**config.mk**
```make
export PLATFORM = sky130hd
export DESIGN_NAME = dbus_scan_chain
export DESIGN_NICKNAME = d
export VERILOG_FILES = /design/src/rtl/dbscan_pkg.sv /design/src/rtl/dbs_cause_tracker.sv /design/src/rtl/dbs_shift_reg.sv /design/src/rtl/dbs_update_stage.sv /design/src/rtl/dbus_scan_chain.sv
export SDC_FILE = /design/constraint.sdc
export NUM_CORES = 1
export LEC_CHECK = 0
export BUFFER_PORTS_ARGS = -buffer_cell sky130_fd_sc_hd__buf_2
export CAP_MARGIN = 15
export CORE_MARGIN = 5
export CORE_UTILIZATION = 53
export CTS_CLUSTER_SIZE = 14
export DETAILED_ROUTE_END_ITERATION = 8
export GPL_ROUTABILITY_DRIVEN = 0
export HOLD_SLACK_MARGIN = 0.05
export MAX_ROUTING_LAYER = met4
export PLACE_DENSITY = 0.81
export SLEW_MARGIN = 20
export SYNTH_ARGS = -nofsm -noshare
export SYNTH_HDL_FRONTEND = slang
export SYNTH_SLANG_ARGS = --single-unit
```
**constraint.sdc**
```tcl
create_clock -name clk -period 1.9 [get_ports clk]
set_input_delay 0.475 -clock clk [delete_from_list [all_inputs] [get_ports clk]]
set_output_delay 0.475 -clock clk [all_outputs]
set_load 0.01 [all_outputs]
```
**src/rtl/dbscan_pkg.sv**
```systemverilog
package dbscan_pkg;
    localparam int DATA_W    = 32;
    localparam int INSTR_W   = 32;
    localparam int CTRL_W    = 3;
    localparam int CHAIN_W   = DATA_W + INSTR_W + CTRL_W;
    localparam int WPBK_POS  = DATA_W + INSTR_W;
    localparam int SPEED_POS = WPBK_POS + 1;
    localparam int DDEN_POS  = WPBK_POS + 2;

    typedef enum logic [1:0] {
        MODE_DEBUG  = 2'b00,
        MODE_INTEST = 2'b01,
        MODE_EXTEST = 2'b10,
        MODE_RSVD   = 2'b11
    } scan_mode_e;

    // Packed so the MSB is the TDI end and the LSB is the TDO end.
    typedef struct packed {
        logic               dden;
        logic               speed;
        logic               wpbk;
        logic [INSTR_W-1:0] instr;
        logic [DATA_W-1:0]  data;
    } chain_t;

    function automatic logic drives_pins(scan_mode_e m, logic held_dden);
        return (m == MODE_EXTEST) && held_dden;
    endfunction
endpackage

```
**src/rtl/dbs_cause_tracker.sv**
```systemverilog
module dbs_cause_tracker (
    input  logic clk,
    input  logic rst,
    input  logic entry_i,
    input  logic cause_i,
    input  logic capture_i,
    output logic pending_o,
    output logic cause_o
);
    always_ff @(posedge clk) begin
        if (rst) begin
            pending_o <= 1'b0;
            cause_o   <= 1'b0;
        end else begin
            if (entry_i) begin
                pending_o <= 1'b1;
                cause_o   <= cause_i;
            end else if (capture_i) begin
                pending_o <= 1'b0;
            end
        end
    end
endmodule

```
**src/rtl/dbs_shift_reg.sv**
```systemverilog
module dbs_shift_reg #(
    parameter int W = 67
) (
    input  logic         clk,
    input  logic         rst,
    input  logic         capture_i,
    input  logic         shift_i,
    input  logic         tdi_i,
    input  logic [W-1:0] cap_vec_i,
    output logic [W-1:0] sr_o,
    output logic         tdo_o
);
    always_ff @(posedge clk) begin
        if (rst) begin
            sr_o <= '0;
        end else if (capture_i) begin
            sr_o <= cap_vec_i;
        end else if (shift_i) begin
            sr_o <= {tdi_i, sr_o[W-1:1]};
        end
    end

    assign tdo_o = sr_o[0];
endmodule

```
**src/rtl/dbs_update_stage.sv**
```systemverilog
module dbs_update_stage #(
    parameter int W = 67
) (
    input  logic         clk,
    input  logic         rst,
    input  logic         update_i,
    input  logic [W-1:0] d_i,
    output logic [W-1:0] q_o
);
    always_ff @(posedge clk) begin
        if (rst) begin
            q_o <= '0;
        end else if (update_i) begin
            q_o <= d_i;
        end
    end
endmodule

```
**src/rtl/dbus_scan_chain.sv**
```systemverilog
module dbus_scan_chain
    import dbscan_pkg::*;
(
    input  logic                clk,
    input  logic                rst,
    input  logic [1:0]          mode_i,
    input  logic                capture_i,
    input  logic                shift_i,
    input  logic                update_i,
    input  logic                tdi_i,
    output logic                tdo_o,
    input  logic [DATA_W-1:0]   core_data_i,
    input  logic [INSTR_W-1:0]  core_instr_i,
    input  logic                core_dden_i,
    input  logic [DATA_W-1:0]   pin_data_i,
    output logic [DATA_W-1:0]   pin_data_o,
    output logic                pin_oe_o,
    input  logic                dbg_entry_i,
    input  logic                dbg_cause_i,
    input  logic                wpt_bkpt_i,
    output logic [INSTR_W-1:0]  inj_instr_o,
    output logic                sys_speed_o
);
    logic [CHAIN_W-1:0] sr_q;
    logic [CHAIN_W-1:0] hold_q;
    logic [CHAIN_W-1:0] cap_vec;
    logic               cause_pending;
    logic               cause_val;
    scan_mode_e         mode;
    chain_t             cur;
    chain_t             held;
    chain_t             cap;

    assign mode = scan_mode_e'(mode_i);
    assign cur  = chain_t'(sr_q);
    assign held = chain_t'(hold_q);

    dbs_cause_tracker u_cause (
        .clk       (clk),
        .rst       (rst),
        .entry_i   (dbg_entry_i),
        .cause_i   (dbg_cause_i),
        .capture_i (capture_i),
        .pending_o (cause_pending),
        .cause_o   (cause_val)
    );

    // Capture vector: each cell takes its source for the current mode; cells
    // without a source keep their shifted value.
    always_comb begin
        cap       = cur;
        cap.instr = core_instr_i;
        cap.wpbk  = wpt_bkpt_i;
        if (cause_pending) begin
            cap.speed = cause_val;
        end
        unique case (mode)
            MODE_INTEST: begin
                cap.dden = core_dden_i;
                cap.data = core_data_i;
            end
            MODE_EXTEST: begin
                if (!held.dden) begin
                    cap.data = pin_data_i;
                end
            end
            default: begin
                cap.data = core_data_i;
            end
        endcase
    end

    assign cap_vec = cap;

    dbs_shift_reg #(.W(CHAIN_W)) u_shift (
        .clk       (clk),
        .rst       (rst),
        .capture_i (capture_i),
        .shift_i   (shift_i),
        .tdi_i     (tdi_i),
        .cap_vec_i (cap_vec),
        .sr_o      (sr_q),
        .tdo_o     (tdo_o)
    );

    dbs_update_stage #(.W(CHAIN_W)) u_update (
        .clk      (clk),
        .rst      (rst),
        .update_i (update_i),
        .d_i      (sr_q),
        .q_o      (hold_q)
    );

    assign pin_data_o  = held.data;
    assign pin_oe_o    = drives_pins(mode, held.dden);
    assign inj_instr_o = held.instr;
    assign sys_speed_o = held.speed;
endmodule

```
* Word level (Yosys, flattened, before mapping)
Index checks and enable logic that the tools add are counted.
** Word-level totals
- Bits in registers :: 136
- Input bits :: 108
- Logic and storage cells :: 26
- Output and inout port bits :: 67
** Cells by class
- Multiplexer cells :: 8
- Eq/ne operators :: 5
- Reductions and logical operators :: 6
** Operators by type and width (count)
- $mux 67 :: 2
- $mux 32 :: 2
- $reduce_and 2->1 :: 3
- $mux 1 :: 4
- $ne 2x1->1 const B :: 2
- $reduce_bool 2->1 :: 2
- $ne 3x3->1 const B :: 1
- $eq 2x1->1 const B :: 1
- $eq 2x2->1 const B :: 1
- $logic_and 1x1->1 :: 1

* Logic depth before layout (Yosys ltp)
Gate-level depths: netlist (run 1).
- Depth in word-level cells :: 3
- Depth in mapped cells :: 6

* Cells and area by module
From an unflattened synthesis (run 1), not the netlist that was laid out.
** Second synthesis, totals
- Cells, all modules :: 599
- Area total of the unflattened synthesis :: 6668.9 um^2
** By module, submodules not included
- dbs_shift_reg :: instances 1, area an instance 3120.5 um^2, cells an instance 299, seq. area each 1341.3 um^2
- dbs_update_stage :: instances 1, area an instance 2401.1 um^2, cells an instance 216, seq. area each 1341.3 um^2
- dbus_scan_chain :: instances 1, area an instance 1078.5 um^2, cells an instance 77, seq. area each 0.0 um^2
- dbs_cause_tracker :: instances 1, area an instance 68.8 um^2, cells an instance 7, seq. area each 40.0 um^2

* Worst setup path after synthesis (run 1)
OpenSTA, ideal clock, no wires.
- Kind :: input-to-output
- Start :: input mode_i[0]
- End :: output pin_oe_o
- Arrival :: 1.046 ns
- Setup slack :: 0.379 ns
- Cell stages on the path :: 4
- Buffers on the path :: 2
- Cells stage by stage :: nand2b_4 buf_12 buf_12 nor2_1
** Between the ends
- Cells in the longest elaborated chain, start to end :: 2
** RTL lines
- start, declared :: RTL line dbus_scan_chain.sv:6 : input logic [1:0] mode_i,
- $eq 2x2->1 :: RTL line dbscan_pkg.sv:27 : return (m == MODE_EXTEST) && held_dden;
- $logic_and 1x1->1 :: RTL line dbscan_pkg.sv:27
- end, declared :: RTL line dbus_scan_chain.sv:17 : output logic pin_oe_o,
Every way passes these cells.

* Worst setup path after layout (run 1)
Ends and elaborated chain as after synthesis.

==> key figures, run 1 <==
Routing
  – # DRC: 0
  – First drt pass iteration count: 6
  – Iteration-0 DRC Markers: 233
  – Via density: 5.130
  – Via count: 4843
  – Avg WL per Cell: 14.49 um
  – WL final: around 14000 um
  – Routed Antenna Nets: 0

Timing
  – Worst setup margin: ~0.22 ns
  – Least-Margin Pin Slew: 0.3634 ns
  – Slew Viols, Final: 0
  – Hold WS: 0.2966 ns
  – Peak Freq: 0.5958 GHz
  – Endpoints failing hold: 0
  – Fin crit share: 0.8833
  – Unrepaired setup endpoints after global routing: no
  – Slew headroom: 0.7577
  – Final setup violation count: 0
  – Fin crit period: 1.678 ns
  – Setup_tns: 0 ns
  – Clk_skew: 0.008539 ns

Hold path
  – HP Class: primary input to flip-flop
  – Hold Path Depth: 3
  – Worst hold endpoint: u_shift.sr_o[51]
  – Worst hold path startpoint: core_instr_i[19]

Critical path
  – Req. time, crit path: 1.42 ns
  – Critical path class: primary input to primary output
  – Critical path's most frequent cell: buf_2
  – CP Launch Type: primary input
  – CP Buf/Inv Count: 2
  – R2R cell count: 5
  – Setup slack, reg-to-reg: 0.70 ns
  – Critical path endpoint category: primary output
  – R2R Path Start: u_update.q_o[66]
  – Worst R2R End: u_shift.sr_o[29]
  – Worst stage delay on the critical path: 0.26 ns
  – Crit path max fanout: 12
  – Worst-path cell chain: buf_2 > nand2b_4 > nor2_1 > buf_2
  – Critical path's slowest cell: nand2b_4
  – Cell family with most CP delay: simple AND/OR/NAND/NOR gates
  – Worst path arrival time: ~1.2 ns

GRT
  – Largest net degree at the start of global routing: 73
  – First-pass GRT wire length: approximately 22000 um
  – Routing usage on met1: 0.2430
  – Routing usage on met3: 0.05426
  – Total track usage: 0.1947
  – Initial antenna violation count: 2
  – Most crowded layer after global routing: met2
  – Met2 Use GR: 0.3025
  – Global route overflow: 0
  – Vias in the first global route: approximately 4600

Clocking
  – Post-CTS Setup Bufs: 0
  – Cts repair resizes: 0
  – H-tree depth: 4
  – Cts bufs inserted: 17
  – CTS tree: built
  – Reg clk slew, reported paths: 0.05 ns
  – Max Root-Sink Buffers: 2
  – Root Driver: clkbuf_16
  – # clock sinks: 135
  – CTS Hold Bufs: 0
  – Skew-Pair Late Insertion Delay: 0.41 ns

Layout
  – Sequential cell area: between 0.002 and 0.003 sq mm
  – Fillers: 1036
  – Layout cell share with drive strength beyond 1: 0.3107
  – Area of the multi-input gates: 0.002905 sq mm
  – Nets: 895
  – Layout Cell Area excl Fill: 0.007443 sq mm
  – Synthesis-to-layout area growth: 15.25%
  – Core Util, Final: 0.6223

Place
  – Dpl cell area: 0.006937 sq mm
  – DPL Wire Length: 9693 um
  – I/O Buffers: 174
  – Pre-CTS setup slack: approximately 0.21 ns

Synth
  – Synth Cell Area: 0.006459 sq mm
  – Number of synthesized register bits: 135
  – Library cells used by synthesis: 21
  – Syn Area/Cell: 9.280 sq um
  – Mapped Nets: 804
  – Synth Instances: a little under 700
  – Register area share after synthesis: 0.4184
  – Yosys warning count: 0

Pwr
  – VDD IR max: 0.4545 mV
  – Leakage: 3.710 nW
  – Pwr dens: 912.9 mW/mm^2

Outcome
  – Status: finished, final reports clean

Floorplan
  – Initial Utilization: 0.5400
  – Cell Rows: 40
  – Die X: 120.4 um
  – CORE AREA: roughly 0.012 sq mm
  – Num ports: approximately 180
  – Die area: 0.01449 sq mm
  – Die H: 120.4 um

Job
  – Max Cap Viol: 0
==> worst register-to-register path: stages (launching register included) <==
cell	delay (ns)
dfxtp_1	0.35
nand2_1	0.09
o22ai_4	0.13
buf_12	0.28
a211o_1	0.17
a21oi_2	0.05
==> sequential cells by signal (all words and copies together) (netlist names) <==
register and count:
u_cause.cause_o 1, u_cause.pending_o 1, u_shift.sr_o 67, u_update.q_o 66
==> synthesized netlist by cell type (all sizes together) <==
cell type	number	area, sq um
nand2b	2	20.02
a211oi	1	7.510
clkbuf	16	60.06
o21ai	1	5.000
inv	3	11.26
a211o	32	280.3
nand2	33	123.9
o22ai	1	20.02
buf	100	779.5
nor2	168	630.6
a21oi	67	455.4
dfxtp	135	2703
mux2i	134	1341
nand3b	2	15.01
a31oi	1	6.260
==> how the worst max path moves through the flow <==
stage               slack [ns]  startpoint              end  depth (start not counted)
finish                    0.22   mode_i[0]         pin_oe_o                          4
global route              0.18   mode_i[0]         pin_oe_o                          4
CTS                       0.21   mode_i[0]         pin_oe_o                          4
detailed placement        0.21   mode_i[0]  u_shift.sr_o[9]                          6
global placement          0.21   mode_i[0]         pin_oe_o                          4
floorplan                 0.38   mode_i[0]         pin_oe_o                          4
==> through the flow <==
step                      power (mW)  std cells
after CTS                      6.872        942
after detailed placement       4.016        915
after global placement         3.996        915
after global routing           7.105        944
final                          6.795        944
after floorplan                3.799        696
==> per-layer routing <==
layer  vias to the layer above  part of all wire
met5                         -                 0
met4                         0             0.013
met3                        13             0.062
met2                       141              0.47
met1                      2232              0.46
li1                       2457                 -
==> cell type report <==
| type | count | share of cell area |
|---|---|---|
| multi-input cells | 442 | 0.3903 |
| repair buffers | 188 | 0.1523 |
| inverters | 3 | 0.001513 |
| diodes | 2 | 0.0006724 |
| flip-flops and latches | 135 | 0.3631 |
| clock inverters | 5 | 0.003698 |
| clock buffers | 22 | 0.06371 |
| well taps | 147 | 0.02471 |
==> logic make-up (layout without fill, tap and decap cells) <==
group,after synthesis,in the layout,synth area share
flip-flops,135,135,0.4184
AO/OA/AOI/OAI,103,103,0.1199
AND/OR/NAND/NOR,205,205,0.1222
other,0,2,0
buffers and inverters,119,218,0.1317
multiplexers,134,134,0.2077
==> cell usage in the layout (no fill, tap or decap), drive strengths merged <==
cell      netlist  final
buf           100    188
nor2          168    168
dfxtp         135    135
mux2i         134    134
a21oi          67     67
nand2          33     33
a211o          32     32
clkbuf         16     22
clkinv          0      4
inv             3      3
diode           0      2
nand3b          2      2
nand2b          2      2
o22ai           1      1
o21ai           1      1
a211oi          1      1
a31oi           1      1
clkinvlp        0      1
==> where the power goes <==
| part | internal, mW | total [mW] | switching, mW |
|---|---|---|---|
| clock | 1.72 | 2.84 | 1.12 |
| sequential | 2.99 | 3.09 | 0.104 |
| combinational | 0.422 | 0.861 | 0.439 |
Note: power is estimated with default switching activity, not from simulation.
==> inputs of run 2 (changes only) <==
CORE_UTILIZATION = 30   (was 53)
PLACE_DENSITY = default   (was 0.81)
==> key figures, run 2 (synthesized netlist as in run 1, its figures left out) <==
Timing
  – Fin crit share: 0.8663 (was 0.8833)
  – Endpoints failing hold: 0 (unchanged)
  – Peak Freq: 0.6076 GHz (was 0.5958 GHz)
  – Least-Margin Pin Slew: 0.3584 ns (was 0.3634 ns)
  – Slew headroom: 0.7543 (was 0.7577)
  – Fin crit period: 1.646 ns (was 1.678 ns)
  – Unrepaired setup endpoints after global routing: no (unchanged)
  – Final setup violation count: 0 (unchanged)
  – Worst setup margin: 0.2541 ns (was 0.2217 ns)
  – Slew Viols, Final: 0 (unchanged)
  – Setup_tns: 0 ns (unchanged)
  – Clk_skew: 0.01332 ns (was 0.008539 ns)

Clocking
  – Root Driver: clkbuf_16 (unchanged)
  – # clock sinks: 135 (unchanged)
  – Post-CTS Setup Bufs: 0 (unchanged)
  – Reg clk slew, reported paths: 0.06 ns (was 0.05 ns)
  – H-tree depth: 4 (unchanged)
  – CTS tree: built (unchanged)
  – Max Root-Sink Buffers: 2 (unchanged)
  – Cts bufs inserted: 17 (unchanged)
  – Skew-Pair Late Insertion Delay: 0.42 ns (was 0.41 ns)
  – Cts repair resizes: 0 (unchanged)
  – CTS Hold Bufs: 0 (unchanged)

Critical path
  – Critical path endpoint category: primary output (unchanged)
  – Worst-path cell chain: inv_1 > nor2_1 > buf_2 (was buf_2 > nand2b_4 > nor2_1 > buf_2)
  – Worst stage delay on the critical path: 0.35 ns (was 0.26 ns)
  – CP Launch Type: flip-flop (was primary input)
  – Cell family with most CP delay: flip-flops (was simple AND/OR/NAND/NOR gates)
  – Crit path max fanout: 3 (was 12)
  – R2R cell count: 5 (unchanged)
  – CP Buf/Inv Count: 2 (unchanged)
  – Critical path's slowest cell: dfxtp_1 (was nand2b_4)
  – R2R Path Start: u_update.q_o[66] (unchanged)
  – Worst path arrival time: 1.17 ns (was 1.20 ns)
  – Req. time, crit path: 1.42 ns (about the same)
  – Worst R2R End: u_shift.sr_o[27] (was u_shift.sr_o[29])
  – Setup slack, reg-to-reg: 0.69 ns (was 0.70 ns)
  – Critical path class: flip-flop to primary output (was primary input to primary output)

Place
  – Pre-CTS setup slack: 0.05967 ns (was 0.2099 ns)
  – I/O Buffers: 174 (unchanged)
  – Dpl cell area: 0.007057 sq mm (was 0.006937 sq mm)
  – DPL Wire Length: 10450 um (was 9693 um)

Layout
  – Biggest regs: u_shift.sr_o (67), u_update.q_o (66) (unchanged)
  – Core Util, Final: 0.3602 (was 0.6223)
  – Nets: 893 (was 895)
  – Layout Cell Area excl Fill: 0.007596 sq mm (was 0.007443 sq mm)
  – Area of the multi-input gates: 0.002905 sq mm (unchanged)
  – Synthesis-to-layout area growth: 17.61% (was 15.25%)
  – Sequential cell area: 0.002703 sq mm (unchanged)
  – Diode count: 0 (was 2)
  – Commonest non-fill, non-tap cell in the layout: buf_2 (unchanged)
  – Most frequent cells in the layout: buf_2, nor2_1, dfxtp_1 (unchanged)
  – Fillers: 2192 (was 1036)
  – Layout cell share with drive strength beyond 1: 0.3116 (was 0.3107)
  – Register bank with the most flops: u_shift.sr_o (unchanged)
  – Max reg flops: 67 (unchanged)

Job
  – Max Cap Viol: 0 (unchanged)

Routing
  – # DRC: 0 (unchanged)
  – Avg WL per Cell: 14.24 um (was 14.49 um)
  – WL final: 15250 um (was 13680 um)
  – First drt pass iteration count: 4 (was 6)
  – Via count: 4786 (was 4843)
  – Iteration-0 DRC Markers: 209 (was 233)
  – Via density: 4.469 (was 5.130)
  – Routed Antenna Nets: 0 (unchanged)

Pwr
  – Clock network power share: 0.435 (was 0.418)
  – Sw Share: 0.2508 (was 0.2450)
  – Logic pwr share: 0.124 (was 0.127)
  – Net load switching power: 1.755 mW (was 1.664 mW)
  – Leakage: 3.706 nW (was 3.710 nW)
  – Flop pwr share: 0.441 (was 0.455)
  – Pwr dens: 921.1 mW/mm^2 (was 912.9 mW/mm^2)
  – VDD IR max: 0.5246 mV (was 0.4545 mV)
  – Total power: 6.997 mW (was 6.795 mW)
  – Pint: 5.243 mW (was 5.131 mW)

GRT
  – Total track usage: 0.1286 (was 0.1947)
  – Routing usage on met3: 0.03844 (was 0.05426)
  – Met2 Use GR: 0.1926 (was 0.3025)
  – Most crowded layer after global routing: met2 (unchanged)
  – Routing usage on met1: 0.1704 (was 0.2430)
  – Vias in the first global route: 4675 (was 4570)
  – Initial antenna violation count: 0 (was 2)
  – First-pass GRT wire length: 24540 um (was 22080 um)
  – Global route overflow: 0 (unchanged)
  – Largest net degree at the start of global routing: 74 (was 73)

Hold path
  – Worst hold path startpoint: core_instr_i[13] (was core_instr_i[19])
  – HP Class: primary input to flip-flop (unchanged)
  – Worst hold endpoint: u_shift.sr_o[45] (was u_shift.sr_o[51])
  – Hold Path Depth: 3 (unchanged)

Floorplan
  – Initial Utilization: 0.3063 (was 0.5400)
  – Num ports: 175 (unchanged)
  – Cell Rows: 53 (was 40)
  – Die H: 156.7 um (was 120.4 um)
  – CORE AREA: 0.02109 sq mm (was 0.01196 sq mm)
  – Die area: 0.02456 sq mm (was 0.01449 sq mm)
  – Die X: 156.7 um (was 120.4 um)

Outcome
  – Status: finished, final reports clean (unchanged)
[run 2: changes by cell type in the layout (fill, tap and decap cells not counted), sizes merged]
cell      before  now
clkinvlp       1    2
buf          188  186
diode          2    0
bufinv         0    1
clkinv         4    6
clkbuf        22   21
[run 2: area by class of cell]
type | count | area share
Multi-Input combinational cell | 442 | 0.3825
Sequential cell | 135 | 0.3558
Timing Repair Buffer | 186 | 0.1440
Clock buffer | 21 | 0.06062
Tap cell | 275 | 0.04530
Clock inverter | 9 | 0.01038
Inverter | 3 | 0.001482
[run 2: metrics by stage]
stage | hold WS [ns] | cells
6_report | 0.2950 | 1071
5_1_grt | 0.2834 | 1071
4_1_cts | 0.2752 | 1071
3_5_place_dp | 0.4712 | 1041
3_3_place_gp | 0.4655 | 1041
2_1_floorplan | 0.4419 | 696
[run 2: power groups by stage]
stage / combinational (mW) / sequential [mW] / clock (mW)
finish: 0.865 / 3.09 / 3.04
floorplan: 0.680 / 3.12 / 0
CTS: 0.881 / 3.09 / 3.16
detailed placement: 0.878 / 3.15 / 0
global placement: 0.871 / 3.15 / 0
global route: 0.964 / 3.11 / 3.29
[run 2: worst reg2reg max path: stages, from the launching register on]
cell     delay (ns)
dfxtp_1        0.35
nand2_1        0.09
o22ai_4        0.13
buf_12         0.29
a211o_1        0.17
a21oi_2        0.05
[run 2: worst max path at each step]
stage	slack, ns	depth (start not counted)	end	startpoint
CTS	0.21	3	pin_oe_o	u_update.q_o[66]
finish	0.25	3	pin_oe_o	u_update.q_o[66]
detailed placement	0.06	6	u_shift.sr_o[31]	mode_i[0]
global placement	0.06	6	u_shift.sr_o[31]	mode_i[0]
global route	0.14	3	pin_oe_o	u_update.q_o[66]
floorplan	0.38	4	pin_oe_o	mode_i[0]
[run 2: routing by layer]
layer / wire [um] / part of all wire
met5: 0 / 0
met4: 114 / 0.0075
met3: 860 / 0.056
met2: 6845 / 0.45
met1: 7433 / 0.49
